[config.mk]
export PLATFORM = sky130hd
export DESIGN_NAME = irq_mul_regs
export DESIGN_NICKNAME = d
export VERILOG_FILES = /design/src/rtl/irq_mul_pkg.sv /design/src/rtl/irq_mul_addr_dec.sv /design/src/rtl/irq_mul_irq.sv /design/src/rtl/irq_mul_mult.sv /design/src/rtl/irq_mul_regs.sv
export SDC_FILE = /design/constraint.sdc
export NUM_CORES = 1
export LEC_CHECK = 0
export BUFFER_PORTS_ARGS = -buffer_cell sky130_fd_sc_hd__buf_2
export CORE_UTILIZATION = 40
export DETAILED_ROUTE_END_ITERATION = 8
export GPL_TIMING_DRIVEN = 0
export MAX_ROUTING_LAYER = met4
export SLEW_MARGIN = 20
export SYNTH_ARGS = -nofsm -noshare
export SYNTH_HDL_FRONTEND = slang
export SYNTH_SLANG_ARGS = --single-unit
[constraint.sdc]
create_clock -name clk_i -period 6.05 [get_ports clk_i]
set_input_delay 0.9075 -clock clk_i [delete_from_list [all_inputs] [get_ports clk_i]]
set_output_delay 0.9075 -clock clk_i [all_outputs]
set_load 0.05 [all_outputs]
[src/rtl/irq_mul_pkg.sv]
package irq_mul_pkg;
  typedef enum logic [2:0] {
    SEL_NONE,
    SEL_CMP,
    SEL_STAT,
    SEL_OPA,
    SEL_OPB
  } reg_sel_e;
endpackage

[src/rtl/irq_mul_addr_dec.sv]
module irq_mul_addr_dec
  import irq_mul_pkg::*;
#(
  parameter int unsigned ADDR_W = 12,
  parameter logic [ADDR_W-1:0] CMP_OFF  = ADDR_W'('h203),
  parameter logic [ADDR_W-1:0] STAT_OFF = ADDR_W'('h204),
  parameter logic [ADDR_W-1:0] OPA_OFF  = ADDR_W'('h205),
  parameter logic [ADDR_W-1:0] OPB_OFF  = ADDR_W'('h206)
) (
  input  logic [ADDR_W-1:0] addr_i,
  output reg_sel_e          sel_o
);
  always_comb begin
    unique case (addr_i)
      CMP_OFF:  sel_o = SEL_CMP;
      STAT_OFF: sel_o = SEL_STAT;
      OPA_OFF:  sel_o = SEL_OPA;
      OPB_OFF:  sel_o = SEL_OPB;
      default:  sel_o = SEL_NONE;
    endcase
  end
endmodule

[src/rtl/irq_mul_irq.sv]
module irq_mul_irq #(
  parameter int unsigned DATA_W = 8
) (
  input  logic              clk_i,
  input  logic              rst_ni,
  input  logic              cmp_wr_i,
  input  logic              en_wr_i,
  input  logic [DATA_W-1:0] wdata_i,
  input  logic              ack_i,
  input  logic              hit_i,
  output logic [DATA_W-1:0] cmp_o,
  output logic              en_o,
  output logic              pend_o,
  output logic              irq_o
);
  localparam int unsigned TOP = DATA_W - 1;

  logic [DATA_W-1:0] cmp_q;
  logic              en_q;
  logic              pend_q;

  always_ff @(posedge clk_i or negedge rst_ni) begin
    if (!rst_ni) begin
      cmp_q  <= '0;
      en_q   <= 1'b0;
      pend_q <= 1'b0;
    end else begin
      if (cmp_wr_i) cmp_q <= wdata_i;
      if (en_wr_i)  en_q  <= wdata_i[TOP];
      // a new match wins over an acknowledge in the same cycle
      if (hit_i)      pend_q <= 1'b1;
      else if (ack_i) pend_q <= 1'b0;
    end
  end

  assign cmp_o  = cmp_q;
  assign en_o   = en_q;
  assign pend_o = pend_q;
  assign irq_o  = en_q & pend_q;
endmodule

[src/rtl/irq_mul_mult.sv]
module irq_mul_mult #(
  parameter int unsigned DATA_W = 8,
  localparam int unsigned PROD_W = 2 * DATA_W
) (
  input  logic              clk_i,
  input  logic              rst_ni,
  input  logic              wr_a_i,
  input  logic              wr_b_i,
  input  logic [DATA_W-1:0] wdata_i,
  output logic [PROD_W-1:0] prod_o
);
  logic [DATA_W-1:0] a_q, b_q;

  always_ff @(posedge clk_i or negedge rst_ni) begin
    if (!rst_ni) begin
      a_q <= '0;
      b_q <= '0;
    end else begin
      if (wr_a_i) a_q <= wdata_i;
      if (wr_b_i) b_q <= wdata_i;
    end
  end

  assign prod_o = PROD_W'(a_q) * PROD_W'(b_q);
endmodule

[src/rtl/irq_mul_regs.sv]
module irq_mul_regs
  import irq_mul_pkg::*;
#(
  parameter int unsigned ADDR_W = 12,
  parameter int unsigned DATA_W = 8,
  parameter logic [ADDR_W-1:0] CMP_OFF  = ADDR_W'('h203),
  parameter logic [ADDR_W-1:0] STAT_OFF = ADDR_W'('h204),
  parameter logic [ADDR_W-1:0] OPA_OFF  = ADDR_W'('h205),
  parameter logic [ADDR_W-1:0] OPB_OFF  = ADDR_W'('h206)
) (
  input  logic              clk_i,
  input  logic              rst_ni,
  input  logic [ADDR_W-1:0] addr_i,
  input  logic [DATA_W-1:0] wdata_i,
  input  logic              wr_i,
  input  logic              rd_i,
  input  logic              dbg_i,
  output logic [DATA_W-1:0] rdata_o,
  input  logic              line_hit_i,
  output logic [DATA_W-1:0] cmp_o,
  output logic              irq_o
);
  localparam int unsigned PROD_W = 2 * DATA_W;

  reg_sel_e          sel;
  logic              en_w, pend_w, ack;
  logic [PROD_W-1:0] prod;
  logic [DATA_W-1:0] bus_q;

  irq_mul_addr_dec #(
    .ADDR_W(ADDR_W), .CMP_OFF(CMP_OFF), .STAT_OFF(STAT_OFF),
    .OPA_OFF(OPA_OFF), .OPB_OFF(OPB_OFF)
  ) u_dec (
    .addr_i(addr_i),
    .sel_o (sel)
  );

  assign ack = rd_i && !dbg_i && (sel == SEL_STAT);

  irq_mul_irq #(.DATA_W(DATA_W)) u_irq (
    .clk_i   (clk_i),
    .rst_ni  (rst_ni),
    .cmp_wr_i(wr_i && sel == SEL_CMP),
    .en_wr_i (wr_i && sel == SEL_STAT),
    .wdata_i (wdata_i),
    .ack_i   (ack),
    .hit_i   (line_hit_i),
    .cmp_o   (cmp_o),
    .en_o    (en_w),
    .pend_o  (pend_w),
    .irq_o   (irq_o)
  );

  irq_mul_mult #(.DATA_W(DATA_W)) u_mul (
    .clk_i  (clk_i),
    .rst_ni (rst_ni),
    .wr_a_i (wr_i && sel == SEL_OPA),
    .wr_b_i (wr_i && sel == SEL_OPB),
    .wdata_i(wdata_i),
    .prod_o (prod)
  );

  always_comb begin
    unique case (sel)
      SEL_STAT: rdata_o = {pend_w, {(DATA_W-1){1'b0}}};
      SEL_OPA:  rdata_o = prod[DATA_W-1:0];
      SEL_OPB:  rdata_o = prod[PROD_W-1:DATA_W];
      default:  rdata_o = bus_q;
    endcase
  end

  // open-bus byte: last data that crossed the bus, debug reads excluded
  always_ff @(posedge clk_i or negedge rst_ni) begin
    if (!rst_ni)                bus_q <= '0;
    else if (wr_i)              bus_q <= wdata_i;
    else if (rd_i && !dbg_i)    bus_q <= rdata_o;
  end
endmodule

* Yosys cells after proc, flatten, opt, wreduce, memory -nomap -nowiden *
Index checks and enable logic that the tools add are counted.

storage, ports and cells
  bits in registers = 34
  output and inout port bits = 17

operators by class
  multiplexer cells = 6
  bitwise logic cells = 1
  reductions and logical operators = 9
  multiply operators = 1
  equal/unequal tests = 8

operators by type and width
  cell                                                               number
  12-bit by 10-bit == test with 1-bit output, second input constant  4
  8-bit case mux with 3 select lines                                 1
  8-bit by 8-bit multiplier with 16-bit output                       1
  8-bit two-way mux                                                  2
  3-bit case mux with 4 select lines                                 1
  3-bit by 2-bit == test with 1-bit output, second input constant    2
  1-bit logical AND                                                  6
  2-bit nonzero test                                                 2
  3-bit by 1-bit == test with 1-bit output, second input constant    1
  3-bit == test, second input constant                               1
  1-bit two-way mux                                                  2
  1-bit bitwise AND                                                  1
  1-bit zero test                                                    1

* Logic depth before layout (Yosys ltp) *
Gate-level depths: netlist of run 1.

  depth in word-level cells = 6
  depth in mapped cells = 17
  mapped depth without buffers = 16

* Modules after synthesis *
Synthesis of run 1 repeated with hierarchy kept, for this count alone.

unflattened totals
  cell total of the unflattened synthesis = 403
  area total of the unflattened synthesis = 4042.6 um^2

modules (own cells, without submodules)
  module            area an instance (um^2)  instances  sequential area each (um^2)  cells each
  irq_mul_mult      2791.4                   1          400.4                        293
  irq_mul_regs      782.0                    1          200.2                        78
  irq_mul_irq       410.4                    1          250.2                        23
  irq_mul_addr_dec  58.8                     1          0.0                          9

* Worst setup path before layout of run 1 *
OpenSTA, ideal clock, no wires.

  path type = register to output
  start = register u_mul.b_q[7]
  end = output port rdata_o[3]
  slack = 0.033 ns
  cell stages (with the launch flop) = 15
  buffers on the path = 0
  arrival = 5.110 ns
  path through = dfrtp_1 nand2_1 fa_1 fa_1 inv_1 fa_1 inv_1 fa_1 inv_1 ha_1 a21o_1 a221oi_1 o21bai_1 xnor2_1 o21ai_0

on the way
  word-level cells in the longest chain between the ends = 2

ends and longest elaborated chain
  element                                       RTL line            source
  start, declared                               irq_mul_mult.sv:12  logic [DATA_W-1:0] a_q, b_q;
  start signal, assigned                        irq_mul_mult.sv:20  if (wr_b_i) b_q <= wdata_i;
  8-bit by 8-bit multiplier with 16-bit output  irq_mul_mult.sv:24  assign prod_o = PROD_W'(a_q) * PROD_W'(b_q);
  8-bit case mux with 3 select lines            irq_mul_regs.sv:64  unique case (sel)
  end, declared                                 irq_mul_regs.sv:18  output logic [DATA_W-1:0] rdata_o,

No other way between the ends.

* Worst setup path in the final report of run 1 *
  start = register u_mul.a_q[2]
  end = output port rdata_o[7]

on the way
  word-level cells in the longest chain between the ends = 2

ends and longest elaborated chain
  element                                       RTL line            source
  start, declared                               irq_mul_mult.sv:12
  start signal, assigned                        irq_mul_mult.sv:19  if (wr_a_i) a_q <= wdata_i;
  8-bit by 8-bit multiplier with 16-bit output  irq_mul_mult.sv:24
  8-bit case mux with 3 select lines            irq_mul_regs.sv:64

No other way between the ends.

==> results.toml, run 1 <==
[critical_path]
timing.critical_path.cells = "nand2_2, fa_1, fa_1, inv_1, fa_1, inv_1, fa_1, inv_1, ha_2, a21o_1, a221oi_4, o221ai_1, mux2i_1, o211ai_1, buf_4"
r2r_setup_slack_ps = 1250
end_kind = "primary output"
critical_path.most_common_cell = "fa_1"
rr_endpoint = "bus_q[7]"
reg_to_reg_startpoint = "u_mul.a_q[2]"
crit_type = "reg2out"
worstRegToRegCells = 16
cp_data_required_time_ps = 5140
launching_element_type_of_the_critical_path = "flip-flop"
cp.arrival_ps = 5030
crit_fanout = 8
max_stage_delay_ps = 560
worst_path_max_delay_cell = "fa_1"

[placement]
gp_routability_congestion = 0.908
dpl.hpwl_um = 7410
io_buffers = 41
dpl-instance-area_um2 = 4130

[clock_tree]
number_of_h_tree_branching_levels = 2
cts-buffers-inserted = 5
clockRootBuffer = "clkbuf_8"
clockBufferDepth = 2
clk_pin_slew_ps = 70
tritoncts_clock_tree = "built"
cts.sink_count = 34
postCtsHoldBufs = 0
clock_insertion_delay_at_the_later_pin_of_the_skew_report_ps = 290

[pwr]
internal_power_uw = 351
vdd_ir_drop_max_mv = 0.182
post-layout-total-power_uw = 487
p_seq_share_pct = 49.1
power.share.combinational_pct = 16.4
sw_share_pct = 27.8
power.density_nw_per_um2 = 111
power.leakage_nw = 2.26
clock_power_share_pct = 34.5
total_switching_power_uw = 135

[sta]
finalMaxSlewViolations = 0
tightestPinTransition_ps = 742
final-hold-violation-count = 0
fin_crit_sh_pct = 98.2
setup_violations = 0
finalSetupTns_ps = 0
period_minus_slack_ps = 5940
timing.clock.skew_ps = 7.13
maxClockFrequency_mhz = 168
remaining_max_slew_budget_at_the_tightest_pin_pct = 50.6

[global_route]
grt_start_max_net_pins = 35
first_global_vias = 3060
initial_antenna_violation_count = 0
grtUsageTotal_pct = 20.5
grt_first_pass_wirelength_um = 15100
globalRouteOverflowTotal = 0

[layout]
n_antenna_cell = 0
non_filler_cell_area_final_um2 = 4380
seqCellArea_um2 = 867
fill_cells = 915
finish.utilization_pct = 47.7
multiInputGateArea_um2 = 2750
syn2layout_area_growth_pct = 15.9
final_layout_size_suffix_gt1_share_pct = 24.0
final_net_count = 559

[drt]
detailed_router_iteration_count_before_antenna_repair = 4
route.final.wire_length_um = 9670
route.detailed.wl_per_inst_um = 16.9
drt.antenna.violating_nets = 0
routed-via-count = 3130
route.detailed.drc = 0
drt-vias-per-instance = 5.46
violation_count_after_the_first_detailed_route_iteration = 178

[floorplanning]
number_of_i_o_pins = 43
design.core.area_um2 = 9200
initial_utilization_pct = 41.1
num_rows = 35
chipWidth_um = 99.3
die_h_um = 99.3
design.die.area_um2 = 9850

[yosys]
post_synth_num_cell_types = 50
synth_enable_flop_cells = 0
synth.ff_latch_count = 34
mean_post_synth_cell_area_um2 = 9.46
synth-async-reset-ratio_pct = 100
synth_cell_area_um2 = 3780
yosys_most_used_dff = "dfrtp_1"
synthCells = 400
ys_warn_count = 0
synth_seq_area_share_pct = 22.5
number_of_nets_in_the_synthesized_netlist = 498

[worst_hold_path]
worstHoldPathCells = 1
min_path_type = "reg2reg"
holdPathEnd = "u_irq.pend_o"
holdCritStartpoint = "u_irq.pend_o"

[job]
drv_cap = 0

[outcome]
status = "finished clean"
-- worst max path at each step --
stage	start	end	slack [ps]	cells after the start
floorplan	u_mul.b_q[7]	rdata_o[3]	30	14
global placement	u_mul.a_q[0]	rdata_o[7]	-120	15
detailed placement	u_mul.a_q[0]	rdata_o[7]	-180	15
CTS	u_mul.a_q[1]	rdata_o[7]	-20	14
global route	u_mul.a_q[2]	rdata_o[6]	-9	16
finish	u_mul.a_q[2]	rdata_o[7]	110	15
-- synthesized netlist by cell type, drive strengths merged, types with 3 or more instances --
cell type | n | area, um2
or3 | 4 | 25.0
dfrtp | 34 | 851
nor2b | 3 | 18.8
o21ai | 14 | 70.1
xnor2 | 4 | 35.0
ha | 36 | 450
clkbuf | 6 | 22.5
a21oi | 12 | 60.1
o31ai | 3 | 22.5
a21o | 8 | 60.1
nor2 | 10 | 37.5
and2 | 52 | 325
xor2 | 3 | 26.3
inv | 56 | 210
mux2 | 22 | 248
nand3 | 5 | 25.0
o211ai | 3 | 22.5
nor3 | 7 | 35.0
a211oi | 3 | 22.5
nand2b | 6 | 37.5
a31oi | 6 | 37.5
fa | 36 | 721
nand2 | 32 | 120
nor4b | 3 | 32.5
-- cells by family after synthesis --
logic type / after synthesis / synth area share, %
AOI/OAI and AO/OA: 63 / 11.0
xor gates and xnor gates: 7 / 1.62
adders and majority gates: 72 / 31.0
buffers and inverters: 63 / 6.28
DFF: 34 / 22.5
muxes: 24 / 7.08
and+or+nand+nor: 137 / 20.5
-- what timing repair did --
action | 4_1_cts | 5_1_grt
pin swaps | 0 | 6
setup buffers | 1 | 13
gates resized for setup | 19 | 10
setup endpoints to repair | 7 | 5
-- per-stage QoR --
| stage | hold WS, ps | worst slack (ps) | std cells |
|---|---|---|---|
| 2_1_floorplan | 455 | 32.6 | 400 |
| 3_3_place_gp | 460 | -119 | 552 |
| 5_1_grt | 523 | -8.56 | 573 |
| 6_report | 485 | 110 | 573 |
| 3_5_place_dp | 477 | -182 | 552 |
| 4_1_cts | 492 | -25.0 | 560 |
-- power groups by stage --
| stage | Sequential (mW) | Clock, mW | Combinational (mW) |
|---|---|---|---|
| 3_3_place_gp | 0.243 | 0 | 0.0758 |
| 6_report | 0.239 | 0.168 | 0.0800 |
| 2_1_floorplan | 0.241 | 0 | 0.0470 |
| 3_5_place_dp | 0.243 | 0 | 0.0765 |
| 4_1_cts | 0.239 | 0.172 | 0.0785 |
| 5_1_grt | 0.239 | 0.182 | 0.0853 |
-- per-layer routing --
layer	global-route usage [%]	vias to the layer above	part of all wire (%)
met5	-	-	0
met1	26.4	1577	46
met3	1.76	11	3.1
li1	-	1477	-
met4	4.98	0	1.3
met2	34.9	65	50
-- registers in the layout (all words and copies together), names as in the netlist --
signal        count
u_mul.b_q         8
u_irq.cmp_o       8
bus_q             8
u_mul.a_q         8
u_irq.pend_o      1
u_irq.en_o        1
-- cells in the final DEF (no fill, tap or decap), types with 4 or more instances in the layout --
| cell | netlist | layout |
|---|---|---|
| a21oi_1 | 12 | 10 |
| o21ai_1 | 1 | 4 |
| nor3_1 | 7 | 7 |
| ha_1 | 36 | 33 |
| mux2_2 | 22 | 22 |
| nand2_1 | 32 | 31 |
| o21ai_0 | 13 | 10 |
| and2_1 | 52 | 52 |
| dfrtp_1 | 34 | 21 |
| clkbuf_8 | 0 | 6 |
| buf_4 | 0 | 11 |
| nand3_1 | 5 | 5 |
| a21o_1 | 8 | 8 |
| nand2b_1 | 6 | 6 |
| nor2_1 | 10 | 10 |
| dfrtp_2 | 0 | 13 |
| a31oi_1 | 6 | 5 |
| buf_2 | 1 | 41 |
| or3_1 | 4 | 4 |
| inv_1 | 56 | 56 |
| xnor2_1 | 4 | 4 |
| clkbuf_1 | 6 | 6 |
| fa_1 | 36 | 36 |
-- layout make-up --
cell class,instances,area share [%]
inverters,56,4.79
flip-flops and latches,34,19.8
clock inverters,1,0.114
well taps,111,3.17
repair buffers,55,7.02
plain buffers,6,0.542
multi-input cells,303,62.6
clock buffers,7,1.97
-- worst max-delay path: cells and delay by family (launching register included) --
| kind | cells | cell delay (ps) |
|---|---|---|
| AO/OA/AOI/OAI | 4 | 1120 |
| buffers and inverters | 4 | 440 |
| multiplexers | 1 | 150 |
| adder cells (fa/ha/maj) | 5 | 2450 |
| AND/OR/NAND/NOR | 1 | 90 |
| flip-flops | 1 | 490 |
Power figures use the tool's default switching activity.
==> run 2, diff against run 1 <==
ABC_AREA = 1   (was unset)
==> results.toml, run 2 <==
[sta]
grt_setup_unrepaired = "false"
setup_violations = 0
timing.clock.skew_ps = 4.10
tightestPinTransition_ps = 780
final-hold-violation-count = 0
period_minus_slack_ps = 5710
remaining_max_slew_budget_at_the_tightest_pin_pct = 48.0
finalMaxSlewViolations = 0
finalSetupTns_ps = 0
maxClockFrequency_mhz = 175
fin_crit_sh_pct = 94.3

[critical_path]
crit_type = "reg2out"
cp.arrival_ps = 4800
launching_element_type_of_the_critical_path = "flip-flop"
crit_fanout = 9
cp_data_required_time_ps = 5140
end_kind = "primary output"

[outcome]
status = "finished clean"

[global_route]
grt_start_max_net_pins = 35
initial_antenna_violation_count = 0
globalRouteOverflowTotal = 0
grt_first_pass_wirelength_um = 16800
grtUsageTotal_pct = 19.6
first_global_vias = 3646

[clock_tree]
number_of_h_tree_branching_levels = 2
cts.repair.resized = 0
clockRootBuffer = "clkbuf_8"
cts.sink_count = 34
clock_insertion_delay_at_the_later_pin_of_the_skew_report_ps = 280
post_cts_buffers = 0
tritoncts_clock_tree = "built"
clk_pin_slew_ps = 70
cts-buffers-inserted = 5
clockBufferDepth = 2
postCtsHoldBufs = 0

[yosys]
yosys.area.top_type = "dfrtp_1"
synth-async-reset-ratio_pct = 100
synthMuxAreaShare_pct = 0
portion_of_synthesized_cell_area_occupied_by_the_leading_cell_type_pct = 20.1
mean_post_synth_cell_area_um2 = 7.21
synth_cell_area_um2 = 4230
yosys_most_used_dff = "dfrtp_1"
synth-compound-area-share_pct = 6.69
post_synthesis_share_of_cell_area_spent_on_full_adders_half_adders_and_majority_gates_pct = 27.7
post_synth_num_cell_types = 34
synth_seq_area_share_pct = 20.1
yosys.area_share.simple_pct = 28.9
synth.ff_latch_count = 34
synth_top_family_by_area = "simple AND/OR/NAND/NOR gates"
synth_xor_area_share_pct = 0.621
synthCells = 586
yosysMostFrequentCell = "nand2_1"
synth_area_leaders = "dfrtp_1 20%, fa_1 17%, nand2_1 16%, inv_1 13%, ha_1 11%"
synth_enable_flop_cells = 0
most_common_library_cells_after_synthesis = "181 x nand2_1, 145 x inv_1, 37 x nand3_1"
ys_warn_count = 0
number_of_nets_in_the_synthesized_netlist = 684

[layout]
most-common-layout-cells = "181 x nand2_1, 145 x inv_1, 41 x buf_2"
final_net_count = 727
n_antenna_cell = 0
most_common_cell_after_layout_fill_and_taps_aside = "nand2_1"
final_layout_size_suffix_gt1_share_pct = 16.0
syn2layout_area_growth_pct = 11.0

[drt]
route.detailed.drc = 0
drt.antenna.violating_nets = 0
drt-vias-per-instance = 4.76
top_layer_in_use = "met4"
met3_length_um = 325
route.final.wire_length_um = 9690
routed-wl-met2_um = 4660
routed-via-count = 3648
routedLengthMet1_um = 4590
detailed_router_iteration_count_before_antenna_repair = 5
violation_count_after_the_first_detailed_route_iteration = 152
route.detailed.wl_per_inst_um = 12.7

[floorplanning]
number_of_i_o_pins = 43
initial_utilization_pct = 41.1
num_rows = 37
chipWidth_um = 105
die_h_um = 105
design.core.area_um2 = 10300
design.die.area_um2 = 11000

[placement]
io_buffers = 41
dpl.hpwl_um = 7970
gp_routability_congestion = 0.859

[job]
drv_cap = 0

[pwr]
vdd_ir_drop_max_mv = 0.163
power.density_nw_per_um2 = 111
power.leakage_nw = 3.03
post-layout-total-power_uw = 522

[worst_hold_path]
min_path_type = "reg2reg"
## run 2: power breakdown
part,leakage (nW),total [mW],switching (mW),internal (mW)
logic,2.52,0.0810,0.0597,0.0213
registers,0.456,0.237,0.00397,0.234
clock network,0.0579,0.203,0.0821,0.121
total,3.03,0.522,0.146,0.376
## run 2: path summary, 6_finish.rpt
kind	from	end	slack, ps	depth (start not counted)
worst min register to register	u_irq.cmp_o[1]	u_irq.cmp_o[1]	490	2
worst max register to register	u_mul.a_q[3]	bus_q[6]	1580	19
min in group asynchronous	rst_ni	u_irq.cmp_o[3]	700	1
worst max-delay path	u_mul.a_q[3]	rdata_o[6]	340	20
max in group asynchronous	rst_ni	bus_q[4]	4850	1
worst min-delay path	u_irq.cmp_o[1]	u_irq.cmp_o[1]	490	2
## run 2: area by class of cell
type	instances	area, um2
fill	1093	5580
tap	136	170
inverter	151	569
clock buffer	5	68.8
sequential	34	851
timing repair buffer	41	205
multi-input combinational	380	2700
buffer	16	86.3
clock inverter	3	40.0
## run 2: cell families (layout without fill, tap and decap cells)
logic type,count (synthesis),after routing
compound gates,38,38
xor+xnor,3,3
fa+ha+maj,72,72
buf+inv,172,216
flops,34,34
simple gates,267,267
## run 2: per-stage QoR
| step | std cells | hold slack [ps] | setup slack, ps | instance area, um2 | utilization (%) |
|---|---|---|---|---|---|
| 2_1_floorplan | 586 | 459 | 1020 | 4230 | - |
| 3_3_place_gp | 763 | 463 | 571 | 4600 | 44.8 |
| 3_5_place_dp | 763 | 475 | 569 | 4600 | 44.8 |
| 4_1_cts | 771 | 490 | 227 | 4710 | 45.8 |
| 5_1_grt | 766 | 516 | 16.0 | 4690 | 45.7 |
| 6_report | 766 | 492 | 342 | 4690 | 45.7 |
## run 2: metal layers
layer,up-vias,GRT usage (%)
li1,1822,-
met1,1729,25.8
met2,86,32.4
met3,11,1.75
met4,0,5.43
met5,-,-
## run 2: worst max-delay path: stages, from the launching register on
cell and delay, ps:
dfrtp_1 320, clkbuf_1 400, nand2_1 150, fa_1 510
fa_1 510, inv_1 60, fa_1 540, inv_1 60
fa_1 530, inv_1 40, ha_1 350, nand2_1 90
nand2_1 70, nand2_1 60, nand2_1 60, nand2_1 80
nand3_1 80, nand2_1 70, nand3_1 90, nand3_1 160
buf_2 290
